### config.mk
export PLATFORM = sky130hd
export DESIGN_NAME = circ_addr_gen
export DESIGN_NICKNAME = d
export VERILOG_FILES = /design/src/rtl/circ_addr_pkg.sv /design/src/rtl/circ_rst_sync.sv /design/src/rtl/circ_head_ctr.sv /design/src/rtl/circ_wrap_sub.sv /design/src/rtl/circ_addr_gen.sv
export SDC_FILE = /design/constraint.sdc
export NUM_CORES = 1
export LEC_CHECK = 0
export ABC_AREA = 1
export BUFFER_PORTS_ARGS = -buffer_cell sky130_fd_sc_hd__buf_2
export CAP_MARGIN = 5
export CORE_ASPECT_RATIO = 0.8
export CORE_MARGIN = 2
export CORE_UTILIZATION = 57
export CTS_BUF_LIST = sky130_fd_sc_hd__clkbuf_2 sky130_fd_sc_hd__clkbuf_4 sky130_fd_sc_hd__clkbuf_8
export CTS_CLUSTER_SIZE = 8
export DETAILED_ROUTE_END_ITERATION = 12
export HOLD_SLACK_MARGIN = 0.06
export PLACE_DENSITY = 0.76
export SLEW_MARGIN = 25
export SYNTH_ARGS = -nofsm -noshare
export SYNTH_HDL_FRONTEND = slang
export SYNTH_SLANG_ARGS = --single-unit
### constraint.sdc
create_clock -name clk -period 2.9 [get_ports clk]
set_input_delay 0.58 -clock clk [delete_from_list [all_inputs] [get_ports clk]]
set_output_delay 0.58 -clock clk [all_outputs]
set_load 0.005 [all_outputs]
### src/rtl/circ_addr_pkg.sv
package circ_addr_pkg;

  localparam int NUM_REGIONS = 3;

  typedef enum logic [2:0] {
    SEL_DERIV  = 3'b001,
    SEL_FEAT   = 3'b010,
    SEL_SAMPLE = 3'b011
  } region_sel_e;

  // region index: 0 sample, 1 derivative, 2 feature; returns a one-hot hit vector
  function automatic logic [NUM_REGIONS-1:0] region_hit(input logic [2:0] code);
    logic [NUM_REGIONS-1:0] h;
    h = '0;
    case (code)
      SEL_SAMPLE: h[0] = 1'b1;
      SEL_DERIV:  h[1] = 1'b1;
      SEL_FEAT:   h[2] = 1'b1;
      default:    h = '0;
    endcase
    return h;
  endfunction

endpackage

### src/rtl/circ_rst_sync.sv
module circ_rst_sync (
  input  logic clk,
  input  logic rst_n,
  output logic rst_n_sync
);

  logic stage1_q;
  logic stage2_q;

  always_ff @(posedge clk or negedge rst_n) begin
    if (!rst_n) begin
      stage1_q <= 1'b0;
      stage2_q <= 1'b0;
    end else begin
      stage1_q <= 1'b1;
      stage2_q <= stage1_q;
    end
  end

  assign rst_n_sync = stage2_q;

endmodule

### src/rtl/circ_head_ctr.sv
module circ_head_ctr #(
  parameter int LEN    = 5,
  parameter int HEAD_W = 5
) (
  input  logic              clk,
  input  logic              rst_n,
  input  logic              adv_i,
  input  logic              clr_i,
  output logic [HEAD_W-1:0] head_o
);

  localparam logic [HEAD_W-1:0] FIRST = HEAD_W'(1);
  localparam logic [HEAD_W-1:0] LAST  = HEAD_W'(LEN);

  logic [HEAD_W-1:0] head_q;
  logic [HEAD_W-1:0] head_d;
  logic              head_en;

  always_comb begin
    head_en = clr_i | adv_i;
    head_d  = head_q;
    if (clr_i) begin
      head_d = FIRST;
    end else if (adv_i) begin
      head_d = (head_q == LAST) ? FIRST : head_q + FIRST;
    end
  end

  always_ff @(posedge clk or negedge rst_n) begin
    if (!rst_n) begin
      head_q <= FIRST;
    end else if (head_en) begin
      head_q <= head_d;
    end
  end

  assign head_o = head_q;


  head_range_chk: assert property (@(posedge clk) disable iff (!rst_n)
    (head_q >= FIRST) && (head_q <= LAST));


  head_step_chk: assert property (@(posedge clk) disable iff (!rst_n)
    (adv_i && !clr_i && head_q != LAST) |=> (head_q == $past(head_q) + FIRST));


  head_wrap_chk: assert property (@(posedge clk) disable iff (!rst_n)
    (adv_i && !clr_i && head_q == LAST) |=> (head_q == FIRST));


  head_clear_chk: assert property (@(posedge clk) disable iff (!rst_n)
    clr_i |=> (head_q == FIRST));


  head_hold_chk: assert property (@(posedge clk) disable iff (!rst_n)
    (!adv_i && !clr_i) |=> $stable(head_q));

endmodule

### src/rtl/circ_wrap_sub.sv
module circ_wrap_sub #(
  parameter int LEN    = 5,
  parameter int HEAD_W = 5,
  parameter int DLY_W  = 4
) (
  input  logic [HEAD_W-1:0] head_i,
  input  logic [DLY_W-1:0]  delay_i,
  output logic [HEAD_W-1:0] offset_o
);

  localparam int W = ((HEAD_W > DLY_W) ? HEAD_W : DLY_W) + 2;

  logic [W-1:0] head_w;
  logic [W-1:0] delay_w;
  logic [W-1:0] pos;

  always_comb begin
    head_w  = W'(head_i);
    delay_w = W'(delay_i);
    // positions run 1..LEN; fold back once when the step goes below 1
    if (head_w > delay_w) begin
      pos = head_w - delay_w;
    end else begin
      pos = head_w + W'(LEN) - delay_w;
    end
    offset_o = HEAD_W'(pos - W'(1));
  end

endmodule

### src/rtl/circ_addr_gen.sv
module circ_addr_gen #(
  parameter int SMP_LEN = 5,
  parameter int DRV_LEN = 16,
  parameter int FEA_LEN = 2,
  parameter int ADDR_W  = 5,
  parameter int DLY_W   = 4
) (
  input  logic              clk,
  input  logic              rst_n,
  input  logic              incr_i,
  input  logic              clear_i,
  input  logic [2:0]        region_sel_i,
  input  logic [DLY_W-1:0]  delay_i,
  output logic [ADDR_W-1:0] addr_o
);
  import circ_addr_pkg::*;

  localparam int MAX_LEN = (SMP_LEN > DRV_LEN) ? ((SMP_LEN > FEA_LEN) ? SMP_LEN : FEA_LEN)
                                               : ((DRV_LEN > FEA_LEN) ? DRV_LEN : FEA_LEN);
  localparam int HEAD_W  = $clog2(MAX_LEN + 1);
  localparam int LENS  [NUM_REGIONS] = '{SMP_LEN, DRV_LEN, FEA_LEN};
  localparam int BASES [NUM_REGIONS] = '{0, SMP_LEN, SMP_LEN + DRV_LEN};

  logic                   rst_n_s;
  logic [NUM_REGIONS-1:0] hit;
  logic [HEAD_W-1:0]      head [NUM_REGIONS];
  logic [HEAD_W-1:0]      off  [NUM_REGIONS];
  logic [ADDR_W-1:0]      reg_addr [NUM_REGIONS];

  circ_rst_sync u_rst_sync (
    .clk        (clk),
    .rst_n      (rst_n),
    .rst_n_sync (rst_n_s)
  );

  assign hit = region_hit(region_sel_i);

  for (genvar g = 0; g < NUM_REGIONS; g++) begin : g_region
    circ_head_ctr #(
      .LEN    (LENS[g]),
      .HEAD_W (HEAD_W)
    ) u_head (
      .clk    (clk),
      .rst_n  (rst_n_s),
      .adv_i  (incr_i & hit[g]),
      .clr_i  (clear_i),
      .head_o (head[g])
    );

    circ_wrap_sub #(
      .LEN    (LENS[g]),
      .HEAD_W (HEAD_W),
      .DLY_W  (DLY_W)
    ) u_sub (
      .head_i   (head[g]),
      .delay_i  (delay_i),
      .offset_o (off[g])
    );

    assign reg_addr[g] = ADDR_W'(BASES[g]) + ADDR_W'(off[g]);


    off_in_range_chk: assert property (@(posedge clk) disable iff (!rst_n_s)
      (32'(delay_i) < LENS[g]) |-> (32'(off[g]) < LENS[g]));
  end

  always_comb begin
    addr_o = '0;
    for (int i = 0; i < NUM_REGIONS; i++) begin
      if (hit[i]) addr_o = addr_o | reg_addr[i];
    end
  end


  sel_onehot_chk: assert property (@(posedge clk) disable iff (!rst_n_s)
    $onehot0(hit));


  bad_sel_zero_chk: assert property (@(posedge clk) disable iff (!rst_n_s)
    (hit == '0) |-> (addr_o == '0));

endmodule

# Word-level counts from Yosys, hierarchy flattened
# Cells that the tools add are included.
word_totals:
  word_cells: 63
  input_bits: 11
  register_bits: 17
  output_inout_bits: 5
op_classes:
  order_cmp: 3
  n_eq_ne: 6
  bitwise: 8
  n_reduce_logical: 6
  mux: 18
  n_addsub: 17
ops:
  columns: ["operator", "count"]
  rows:
  - ["5-bit two-way mux", 15]
  - ["5-bit by 4-bit subtractor with 5-bit output", 6]
  - ["5-bit by 1-bit adder with 5-bit output, second input constant", 3]
  - ["5-bit by 4-bit > comparator with 1-bit output", 3]
  - ["5-bit by 1-bit subtractor with 5-bit output, second input constant", 3]
  - ["5-bit OR", 2]
  - ["3-bit by 2-bit == test with 1-bit output, second input constant", 2]
  - ["2-bit AND reduction", 3]
  - ["2-bit nonzero test", 3]
  - ["3-bit by 5-bit adder with 5-bit output, first input constant", 1]
  - ["5-bit by 2-bit adder with 5-bit output, second input constant", 1]
  - ["5-bit by 3-bit adder with 5-bit output, second input constant", 1]
  - ["5-bit adder, first input constant", 1]
  - ["5-bit adder, second input constant", 1]
  - ["5-bit by 2-bit == test with 1-bit output, second input constant", 1]
  - ["5-bit by 3-bit == test with 1-bit output, second input constant", 1]
  - ["5-bit == test, second input constant", 1]
  - ["1-bit AND", 3]
  - ["3-bit by 1-bit == test with 1-bit output, second input constant", 1]
  - ["1-bit two-way mux", 3]
  - ["1-bit OR", 3]

# Longest topological paths before layout
# Gate-level depths: netlist of the first run.
depth:
  word_depth: 9
  depth_mapped: 18
  mapped_depth_nobuf: 18

# Modules after synthesis
# From an unflattened synthesis of the first run, not the netlist that was laid out.
unflattened:
  cells_unflattened: 470
  hier_area_um2: 3011.6
modules_own_cells:
  columns: ["mod", "seq_area_each_um2", "cells_each", "area_per_inst_um2", "instances"]
  rows:
  - ["circ_wrap_sub at g_region[2].u_sub", 0.0, 99, 604.3, 1]
  - ["circ_wrap_sub at g_region[0].u_sub", 0.0, 91, 575.6, 1]
  - ["circ_wrap_sub at g_region[1].u_sub", 0.0, 82, 526.8, 1]
  - ["circ_head_ctr at g_region[0].u_head", 126.4, 47, 339.1, 1]
  - ["circ_head_ctr at g_region[2].u_head", 126.4, 44, 319.1, 1]
  - ["circ_head_ctr at g_region[1].u_head", 126.4, 43, 309.0, 1]
  - ["circ_addr_gen", 0.0, 61, 284.0, 1]
  - ["circ_rst_sync", 50.0, 3, 53.8, 1]

# Least setup slack after synthesis of the first run
# OpenSTA, ideal clock, no wires.
synth_timing:
  kind: "input port to output port"
  from: "input delay_i[1]"
  to: "output addr_o[3]"
  t_required_ns: 2.320
  arrival_time_ns: 2.456
  stages: 14
  path_buffers: 0
  setup_slack_ns: -0.136
  path_cell_list: "inv_1 > ha_1 > inv_1 > fa_1 > nand3b_1 > nand2_1 > inv_1 > nand2_1 > nand2_1 > mux2i_1 > ha_1 > a22o_1 > inv_1 > nand2_1"
synth_via:
  elab_chain_len: 8
  word_cells_on_any_way: 22
  cone_classes: "add/sub (11); order compare (3); mux (6); bitwise (2)"
synth_lines:
  columns: ["item", "line_no", "text"]
  rows:
  - ["from (decl)", "circ_addr_gen.sv:13", "input logic [DLY_W-1:0] delay_i,"]
  - ["5-bit by 4-bit subtractor with 5-bit output, or another cell as far along", "circ_wrap_sub.sv:24", "pos = head_w + W'(LEN) - delay_w;"]
  - ["5-bit two-way mux", "circ_wrap_sub.sv:21", "if (head_w > delay_w) begin"]
  - ["5-bit by 1-bit subtractor with 5-bit output", "circ_wrap_sub.sv:26", "offset_o = HEAD_W'(pos - W'(1));"]
  - ["3-bit by 5-bit adder with 5-bit output or 5-bit two-way mux (tied branches)", "circ_addr_gen.sv:60, circ_addr_gen.sv:70", null]
  - ["5-bit OR", "circ_addr_gen.sv:70", "if (hit[i]) addr_o = addr_o | reg_addr[i];"]
  - ["5-bit two-way mux", "circ_addr_gen.sv:70", null]
  - ["5-bit OR", "circ_addr_gen.sv:70", null]
  - ["5-bit two-way mux (*)", "circ_addr_gen.sv:70", null]
  - ["to (decl)", "circ_addr_gen.sv:14", "output logic [ADDR_W-1:0] addr_o"]
# Every way passes the cells marked *; elsewhere a longest branch is shown, timed or not.

# Worst setup path after layout of the first run
layout_timing:
  from: "input delay_i[1]"
  to: "output addr_o[4]"
# The elaborated chain is that of the path after synthesis.

==> out/summary.txt, run 1 <==
Top cells by area, synth = ha_1, dfrtp_1, nand2_1
Total die area = 0.00480 sq mm
Setup TNS = -1.01 ns
Failing checks = negative setup slack
Buf+Inv Stages, Crit Path = 6
Post-synthesis cell area = 0.00243 sq mm
Vias/cell = 5.48
H-tree levels = 1
Synth Register Bits = 17
Slew headroom = 0.597
Crit start category = input pin
# DRC = 0
Clock latency on the worst-skew pair = 0.25 ns
Total clock sinks = 17
Max incr delay on CP = 0.43 ns
Worst-path maximum fanout = 4
HP Class = in -> async
CP delay by family, top = adder cells
CORE AREA = 0.00415 sq mm
Critical path class = in -> out
Chip height = 62.4 um
Yosys top cell by area = ha_1
Final Critical Period = 3.27 ns
Initial antenna violation count = 0
Initial Utilization = 0.585
Die width = 77.0 um
Crit path capture type = output port
Yosys cell types = 37
# nets final = 468
Max-cap violations = 0
Slew at the pin with the worst max-slew slack = 0.604 ns
PwrDens = 493 mW/mm^2
Global-route wire length before repair = 10,100 um
Syn. warnings = 0
Register area = 429 sq um
Crit path cell chain = buf_8 > clkinvlp_4 > buf_6 > ha_4 > inv_2 > ha_4 > fa_1 > xor2_1 > inv_1 > nand2_1 > nand2_1 > nand3_1 > nand2_1 > nand3_1 > nand2_1 > buf_2
Total gr overflow = 0
Row count = 21
Final WS setup = -0.374 ns
Final wirelength = 6910 um
Syn avg cell area = 7.10 sq um
Crit path required time = 2.32 ns
Area grow syn2layout = 33.2%
Share of cells above drive strength 1 = 0.324
Synth top area share = 0.191
Status = complete, but fails checks
Final Total Pwr = 1600 uW
Ant diodes = 0
Hold buffer count at cts = 0
Mapped Nets = 399
RSZ-0062 raised after global routing = true
Seq/Total Area, Yosys = 0.177
Critical Path AT = 2.69 ns
Largest net degree at the start of global routing = 16
Iter 0 DRT Violations = 268
Filler instances = 282
Leak = 0.00162 uW
Routability cong. = 0.939
Most frequent CP cell = nand2_1
Hold Vio Cnt, Final = 0
Multi-input gate area = 0.00194 sq mm
Input/output buffers = 15
Final period util = 1.13
Clock buffer depth = 2
Final Skew = 0.00425 ns
Mapped Cells = 342
Num CTS Buffers = 3
# setup viols final = 4
DRT antenna net count = 0
Fin util = 0.779
CTS tree = done
Post-DR wirelength/cell = 14.8 um
# IOs = 16
Pre-CTS setup slack = -0.367 ns
Root Buffer = clkbuf_8
Final HPWL DP = 4930 um
Worst-path clk slew = 0.06 ns
Vias = 2,558
VDD IR max = 0.417 mV
Slew Viols, Final = 0
Drt pass-1 iters = 5
Vias in the first global route = 2,285
Tot GR Track Use = 0.263
Max Fclk = 0.305 GHz
CP max-delay cell = fa_1
stage by stage:
stage	instances	cell area [sq um]	hold WS, ns
after detailed placement	456	2960	0.272
after global placement	456	2960	0.269
after floorplan	342	2500	0.184
final	467	3240	0.0957
after CTS	464	3090	0.0889
after global routing	467	3240	0.0904
logic make-up (layout without fill, tap and decap cells):
| kind of cell | Yosys count | after routing | share of synthesized area |
|---|---|---|---|
| XOR/XNOR | 13 | 13 | 0.0469 |
| AND/OR/NAND/NOR | 155 | 155 | 0.310 |
| multiplexers | 1 | 1 | 0.00412 |
| other | 1 | 1 | 0.00154 |
| AO/OA/AOI/OAI | 35 | 35 | 0.0819 |
| flip-flops | 17 | 17 | 0.177 |
| adder cells (fa/ha/maj) | 46 | 46 | 0.265 |
| buffers and inverters | 74 | 142 | 0.114 |
sequential cells by signal (all words and copies together), names as in the netlist:
name,cells
g_region.u_head.head_o,15
u_rst_sync.stage1_q,1
u_rst_sync.rst_n_sync,1
power breakdown:
| part | internal, uW | switching, uW |
|---|---|---|
| Clock | 95.3 | 77.6 |
| Sequential | 269 | 33.0 |
| Combinational | 520 | 601 |
layout make-up:
class | instances | area share
well taps | 57 | 0.0220
clock buffers | 3 | 0.0128
inverters | 74 | 0.0886
flip-flops and latches | 17 | 0.133
repair buffers | 64 | 0.142
clock inverters | 1 | 0.00155
multi-input cells | 251 | 0.600
synth_stat cells (all sizes together):
library cell / count
nand2: 81
inv: 72
ha: 37
nand3: 35
a21oi: 18
dfrtp: 14
nor3: 13
nor2: 11
xor2: 11
o21ai: 10
fa: 9
nand4: 8
nand3b: 4
dfstp: 3
o22ai: 3
clkinv: 2
or2: 2
xnor2: 2
a22o: 1
conb: 1
mux2i: 1
nor4: 1
o21bai: 1
o221ai: 1
o31ai: 1
final timing paths:
| check | endpoint | startpoint | cells past startpoint | slack, ns |
|---|---|---|---|---|
| max | addr_o[4] | delay_i[1] | 16 | -0.37 |
| min | u_rst_sync.stage1_q | rst_n | 1 | 0.1 |
| max reg2reg | g_region[1].u_head.head_o[3] | g_region[1].u_head.head_o[1] | 6 | 1.32 |
| min reg2reg | g_region[1].u_head.head_o[1] | u_rst_sync.rst_n_sync | 0 | 0.25 |
| max in group asynchronous | g_region[0].u_head.head_o[3] | u_rst_sync.rst_n_sync | 0 | 2.25 |
| min in group clk | u_rst_sync.rst_n_sync | u_rst_sync.stage1_q | 0 | 0.36 |
worst register-to-register path, stage by stage (launching register included):
cell and delay, ns:
dfrtp_1 0.44, buf_4 0.16, inv_1 0.15, ha_1 0.18
nand4_1 0.12, a21oi_1 0.31, nor3_1 0.11
metal layers:
layer | vias to the layer above | routed length [um] | GRT usage
met3 | 25 | 377 | 0.0159
met1 | 1187 | 3100 | 0.379
met2 | 115 | 3190 | 0.427
met4 | 0 | 238 | 0.0871
met5 | - | 0 | 0
li1 | 1231 | - | -
placed cells by master (no fill, tap or decap), types with 3 or more instances in the layout:
| cell | Yosys | layout |
|---|---|---|
| nand2_1 | 77 | 70 |
| inv_1 | 69 | 56 |
| buf_4 | 0 | 47 |
| nand3_1 | 32 | 32 |
| ha_1 | 37 | 21 |
| a21oi_1 | 17 | 14 |
| dfrtp_1 | 14 | 14 |
| buf_2 | 0 | 14 |
| inv_2 | 3 | 13 |
| xor2_1 | 11 | 11 |
| ha_4 | 0 | 11 |
| nor3_1 | 10 | 10 |
| nand2_2 | 3 | 9 |
| nor2_1 | 9 | 9 |
| nand4_1 | 8 | 8 |
| o21ai_0 | 8 | 7 |
| fa_1 | 9 | 5 |
| ha_2 | 0 | 5 |
| nand3b_1 | 4 | 4 |
| a21oi_2 | 1 | 4 |
| fa_2 | 0 | 4 |
| clkbuf_8 | 0 | 3 |
| dfstp_2 | 3 | 3 |
what timing repair did:
item	in CTS	in global routing
gates resized for setup	15	30
endpoints found under the setup margin	4	4
pin swaps	15	15
buffers inserted	5	3
gates cloned	0	0
Power figures use the tool's default switching activity.
==> inputs of run 2 (changes only) <==
--- a/config.mk
+++ b/config.mk
@@ -16,6 +16,7 @@
 export DETAILED_ROUTE_END_ITERATION = 12
 export HOLD_SLACK_MARGIN = 0.06
 export PLACE_DENSITY = 0.76
+export SETUP_SLACK_MARGIN = 0.2
 export SLEW_MARGIN = 25
 export SYNTH_ARGS = -nofsm -noshare
 export SYNTH_HDL_FRONTEND = slang
==> constraint.sdc (replaced) <==
create_clock -name clk -period 2.94 [get_ports clk]
set_input_delay 0.588 -clock clk [delete_from_list [all_inputs] [get_ports clk]]
set_output_delay 0.588 -clock clk [all_outputs]
set_load 0.005 [all_outputs]
==> run 2 against run 1 <==
  * Cell count down 0.86%
  * Via count fell by 5.2%
  * The run still ends with negative setup slack left
  * Sequential cell count is the same
  * First-iteration DRC count fell by 57%
  * Clock power hardly changed
  * Setup slack gained 0.11 ns
  * Highest routed layer unchanged
  * Sequential share of layout area is 0.67 points higher
  * Combinational power is 15% lower
  * Count of clock-buffer cells in the layout unchanged
  * Power down 11%
  * Global-route usage increased by 0.94 points
==> out/summary.txt, run 2 (same netlist as run 1, synthesis figures left out) <==
Int Power = 808 uW (-8.6%)
Row count = 21 (unchanged)
Slew at the pin with the worst max-slew slack = 0.604 ns (-0.000301 ns)
Max incr delay on CP = 0.51 ns (+0.08 ns)
Worst-path clk slew = 0.06 ns (about the same)
Commonest non-fill, non-tap cell in the layout = nand2_1
RSZ-0062 raised after global routing = true
Clock latency on the worst-skew pair = 0.25 ns (about the same)
CORE AREA = 0.00415 sq mm (unchanged)
Initial antenna violation count = 0 (unchanged)
Area grow syn2layout = 26.8%
Sw Pwr = 616 uW (-13%)
Routability cong. = 0.945 (+0.62%)
Max FFs per register = 15 (unchanged)
Critical Path AT = 2.62 ns (-0.07 ns)
HP Class = in -> async
Critical path class = in -> out
# nets final = 464 (-0.85%)
Crit path cell chain = buf_8 > clkinvlp_4 > ha_4 > ha_4 > fa_2 > inv_1 > nand2_1 > nand2_1 > inv_1 > ha_1 > a22o_1 > inv_1 > nand2_1 > buf_2
Final wirelength = 6120 um (-11%)
Final Total Pwr = 1420 uW (-11%)
Leak = 0.00160 uW (-1.5%)
CP max-delay cell = fa_2
# DRC = 0 (unchanged)
H-tree levels = 1 (unchanged)
RR Startpoint = g_region[1].u_head.head_o[1]
# setup viols final = 4 (unchanged)
Slew headroom = 0.597 (about the same)
Largest net degree at the start of global routing = 16 (unchanged)
R2r worst-path depth = 6 (unchanged)
Vias/cell = 5.24 (-4.4%)
Buf+Inv Stages, Crit Path = 6 (unchanged)
Total gr overflow = 0 (unchanged)
Comb power frac = 0.671 (-0.031)
DRT antenna net count = 0 (unchanged)
Post-DR wirelength/cell = 13.2 um (-11%)
# IOs = 16 (unchanged)
Drt pass-1 iters = 4 (-1)
Crit path required time = 2.35 ns (+0.03 ns)
Hold Vio Cnt, Final = 0 (unchanged)
VDD IR max = 0.429 mV (+2.7%)
Vias = 2,424 (-5.2%)
Iter 0 DRT Violations = 116 (-57%)
Filler instances = 323 (+15%)
Die width = 77.0 um (unchanged)
Seq pwr share = 0.209 (+0.020)
Clk network pwr share = 0.120 (+0.012)
Worst-path maximum fanout = 4 (unchanged)
Final HPWL DP = 5140 um (+4.2%)
Initial Utilization = 0.585 (unchanged)
Fin util = 0.742 (-0.0374)
Final WS setup = -0.268 ns (+0.106 ns)
PwrDens = 462 mW/mm^2 (-6.3%)
Max-cap violations = 0 (unchanged)
Total die area = 0.00480 sq mm (unchanged)
Most frequent cells in the layout = nand2_1, inv_1, buf_4
Crit start category = input pin
Input/output buffers = 15 (unchanged)
Reg-to-reg setup timing slack = 1.38 ns (+0.06 ns)
Final Skew = 0.00217 ns (-0.00208 ns)
Total clock sinks = 17 (unchanged)
Worst hold slack = 0.108 ns (+0.0119 ns)
Share of cells above drive strength 1 = 0.266 (-0.0584)
Crit path capture type = output port
Sw Ratio = 0.433 (-0.0134)
Hold buffer count at cts = 0 (unchanged)
Slew Viols, Final = 0 (unchanged)
Status = complete, but fails checks
Ant diodes = 0 (unchanged)
Vias in the first global route = 2,297 (+0.53%)
Clock buffer depth = 2 (unchanged)
Tot GR Track Use = 0.273 (+0.00939)
CP delay by family, top = adder cells
Root Buffer = clkbuf_8
Global-route wire length before repair = 10,600 um (+4.1%)
Chip height = 62.4 um (unchanged)
Final Critical Period = 3.21 ns
Num CTS Buffers = 3 (unchanged)
Worst flop-to-flop path endpoint = g_region[1].u_head.head_o[2]
Failing checks = negative setup slack
Max Fclk = 0.312 GHz
CTS tree = done
Final period util = 1.09
==> run 2: changes by cell type in the layout (fill, tap and decap cells not counted), sizes merged <==
cell	before	now
buf	64	60
==> run 2: power groups by stage <==
stage               clock network [uW]  logic [uW]  registers (uW)
finish                             171         955             297
global route                       187        1100             301
CTS                                175         931             301
detailed placement                   0         896             304
global placement                     0         862             303
floorplan                            0         605             296
==> run 2: timing repair <==
item,4_1_cts,5_1_grt
resized for setup,13,3
buffers inserted,4,1
pin swaps,11,3
gates cloned,0,0
setup endpoints to repair,5,5
==> run 2: worst reg2reg max path: cells and delay by family, from the launching register on <==
family / cells / cell delay (ns)
flip-flops: 1 / 0.43
adder cells (fa/ha/maj): 1 / 0.20
AO/OA/AOI/OAI: 1 / 0.28
buffers and inverters: 2 / 0.30
AND/OR/NAND/NOR: 2 / 0.23
==> run 2: routing by layer <==
metal  track usage  up-vias  wire length, um  part of all wire
met5             0        -                0                 0
met4        0.0804        0              130             0.021
met3        0.0188       15              314             0.051
met2         0.450       62             2770              0.45
met1         0.388     1121             2900              0.47
li1              -     1226                -                 -
==> run 2: worst max-delay path by stage <==
| stage | start | endpoint | slack [ns] | cells after the start |
|---|---|---|---|---|
| detailed placement | delay_i[1] | addr_o[3] | -0.36 | 16 |
| CTS | delay_i[1] | addr_o[3] | -0.25 | 14 |
| finish | delay_i[1] | addr_o[3] | -0.27 | 14 |
| global placement | delay_i[1] | addr_o[3] | -0.28 | 16 |
| floorplan | delay_i[1] | addr_o[3] | 0.0003 | 11 |
| global route | delay_i[1] | addr_o[4] | -0.40 | 15 |
==> run 2: area by class of cell <==
cell class	count	area [sq um]	area share
Clock buffer	3	41.3	0.0134
Clock inverter	1	5.00	0.00162
Inverter	74	284	0.0922
Multi-Input combinational cell	251	1830	0.593
Sequential cell	17	429	0.139
Tap cell	57	71.3	0.0232
Timing Repair Buffer	60	423	0.137
==> run 2: per-stage QoR <==
step / setup WS [ns] / cells / area, sq um / setup TNS, ns
after floorplan: 0.000335 / 342 / 2500 / 0
after global placement: -0.277 / 454 / 2940 / -0.773
after detailed placement: -0.361 / 454 / 2940 / -0.989
after CTS: -0.253 / 462 / 3070 / -0.756
after global routing: -0.404 / 463 / 3080 / -1.27
final: -0.268 / 463 / 3080 / -0.766
==> inputs of run 3 (changes only) <==
--- a/config.mk
+++ b/config.mk
@@ -10,12 +10,12 @@
 export CAP_MARGIN = 5
 export CORE_ASPECT_RATIO = 0.8
 export CORE_MARGIN = 2
-export CORE_UTILIZATION = 57
+export CORE_UTILIZATION = 30
 export CTS_BUF_LIST = sky130_fd_sc_hd__clkbuf_2 sky130_fd_sc_hd__clkbuf_4 sky130_fd_sc_hd__clkbuf_8
 export CTS_CLUSTER_SIZE = 8
 export DETAILED_ROUTE_END_ITERATION = 12
 export HOLD_SLACK_MARGIN = 0.06
-export PLACE_DENSITY = 0.76
+export PLACE_DENSITY = 0.44
 export SETUP_SLACK_MARGIN = 0.2
 export SLEW_MARGIN = 25
 export SYNTH_ARGS = -nofsm -noshare
==> run 3 against run 2 <==
  * The run still ends with negative setup slack left
  * Die area rose by 84%
  * Clock power rose by 9%
  * Critical path depth fell by 1
  * Highest routed layer unchanged
==> out/summary.txt, run 3 (same netlist as run 1, synthesis figures left out) <==
Slew at the pin with the worst max-slew slack = 0.637 ns (+0.0328 ns)
Final wirelength = 6340 um (+3.7%)
Final Critical Period = 3.18 ns (-0.0328 ns)
Final Total Pwr = 1550 uW (+9.2%)
Chip height = 84.5 um (+35%)
Sw Ratio = 0.435 (+0.00291)
Input/output buffers = 15 (unchanged)
Row count = 29 (+38%)
Crit path cell chain = buf_8 > clkinvlp_4 > ha_4 > inv_4 > ha_4 > inv_2 > fa_2 > a21oi_2 > ha_4 > a22o_1 > inv_1 > nand2_1 > buf_2
Worst-path maximum fanout = 3 (-1)
PwrDens = 470 mW/mm^2 (+1.7%)
Slew Viols, Final = 0 (unchanged)
Final Skew = 0.00261 ns (+0.000438 ns)
Clock latency on the worst-skew pair = 0.25 ns (about the same)
Failing checks = negative setup slack
Filler instances = 835 (+160%)
Most frequent cells in the layout = nand2_1, inv_1, buf_4
# setup viols final = 4 (unchanged)
Post-DR wirelength/cell = 12.3 um (-6.7%)
Area grow syn2layout = 36.2%
Max Fclk = 0.315 GHz (+1.0%)
H-tree levels = 1 (unchanged)
Vias in the first global route = 2,223 (-3.2%)
Vias/cell = 4.51 (-14%)
Hold buffer count at cts = 0 (unchanged)
CP max-delay cell = fa_2
Largest net degree at the start of global routing = 16 (unchanged)
Total gr overflow = 0 (unchanged)
Num CTS Buffers = 3 (unchanged)
Crit start category = input pin
CORE AREA = 0.00791 sq mm (+91%)
Final period util = 1.08 (-0.0111)
Critical Path AT = 2.59 ns (-0.03 ns)
Final HPWL DP = 5470 um (+6.4%)
CTS tree = done
Initial antenna violation count = 0 (unchanged)
Crit path capture type = output port
Tot GR Track Use = 0.152 (-0.121)
Seq pwr share = 0.189 (-0.020)
Global-route wire length before repair = 10,800 um (+2.4%)
Hold Vio Cnt, Final = 0 (unchanged)
Root Buffer = clkbuf_8
Die width = 105 um (+36%)
Sw Pwr = 677 uW (+10%)
Setup TNS = -0.667 ns (+0.0985 ns)
Share of cells above drive strength 1 = 0.324 (+0.0583)
Slew headroom = 0.576 (-0.0219)
Max-cap violations = 0 (unchanged)
Commonest non-fill, non-tap cell in the layout = nand2_1
Total clock sinks = 17 (unchanged)
Clock buffer depth = 2 (unchanged)
Iter 0 DRT Violations = 66 (-43%)
Routability cong. = 0.802 (-15%)
# nets final = 465 (+0.22%)
Critical path class = in -> out
Clk network pwr share = 0.120 (about the same)
Final WS setup = -0.236 ns (+0.0328 ns)
Drt pass-1 iters = 4 (unchanged)
Max incr delay on CP = 0.42 ns (-0.09 ns)
VDD IR max = 0.236 mV (-45%)
Int Power = 878 uW (+8.7%)
Crit path required time = 2.35 ns (about the same)
Max FFs per register = 15 (unchanged)
# DRC = 0 (unchanged)
Total die area = 0.00884 sq mm (+84%)
Leak = 0.00163 uW (+1.6%)
DRT antenna net count = 0 (unchanged)
# IOs = 16 (unchanged)
Ant diodes = 0 (unchanged)
RSZ-0062 raised after global routing = true
Initial Utilization = 0.307 (-0.278)
Vias = 2,322 (-4.2%)
HP Class = in -> async
Multi-input gate area = 0.00197 sq mm (+7.9%)
Register area = 429 sq um (unchanged)
Worst-path clk slew = 0.06 ns (about the same)
Comb power frac = 0.690 (+0.019)
Most frequent CP cell = ha_4
Worst hold slack = 0.104 ns (-0.00347 ns)
Status = complete, but fails checks
run 3: timing repair:
action | 4_1_cts | 5_1_grt
resized for setup | 15 | 34
gates cloned | 0 | 0
endpoints found under the setup margin | 5 | 5
buffers inserted | 0 | 1
pin swaps | 12 | 11
run 3: power groups by stage:
stage                     combinational, uW  clock, uW  sequential (uW)
after global routing                   1220        201              299
final                                  1070        187              294
after detailed placement                941          0              296
after floorplan                         605          0              296
after global placement                  930          0              297
after CTS                               988        193              293
run 3: cell type report:
cell class,count,share of cell area
inverter,74,0.0866
sequential,17,0.130
tap,108,0.0408
timing repair buffer,61,0.132
multi-input combinational,251,0.596
clock buffer,4,0.0147
run 3: metrics by stage:
stage	setup slack [ns]	cell area, sq um	utilization	std cells
6_report	-0.236	3310	0.418	515
3_3_place_gp	-0.329	3050	0.385	510
4_1_cts	-0.277	3160	0.399	514
3_5_place_dp	-0.387	3050	0.385	510
2_1_floorplan	0.000335	2500	-	342
5_1_grt	-0.365	3310	0.418	515
run 3: worst paths after layout:
check / start / to / slack [ns] / cells past startpoint
max: delay_i[1] / addr_o[3] / -0.24 / 13
min: rst_n / u_rst_sync.rst_n_sync / 0.10 / 1
max reg2reg: g_region[1].u_head.head_o[1] / g_region[1].u_head.head_o[2] / 1.40 / 6
min reg2reg: u_rst_sync.rst_n_sync / g_region[2].u_head.head_o[2] / 0.26 / 0
max in group asynchronous: u_rst_sync.rst_n_sync / g_region[0].u_head.head_o[3] / 2.27 / 0
min in group clk: u_rst_sync.stage1_q / u_rst_sync.rst_n_sync / 0.36 / 0
run 3: routing by layer:
metal,track usage,vias up,share of wire
met4,0.0376,0,0.013
met5,0,-,0
li1,-,1231,-
met2,0.221,36,0.39
met1,0.241,1048,0.56
met3,0.0101,7,0.036
run 3: worst max-delay path, delay by kind of cell:
family,cells,cell delay [ns]
buffers and inverters,6,0.46
adder cells (fa/ha/maj),4,1.11
AO/OA/AOI/OAI,2,0.39
AND/OR/NAND/NOR,1,0.04
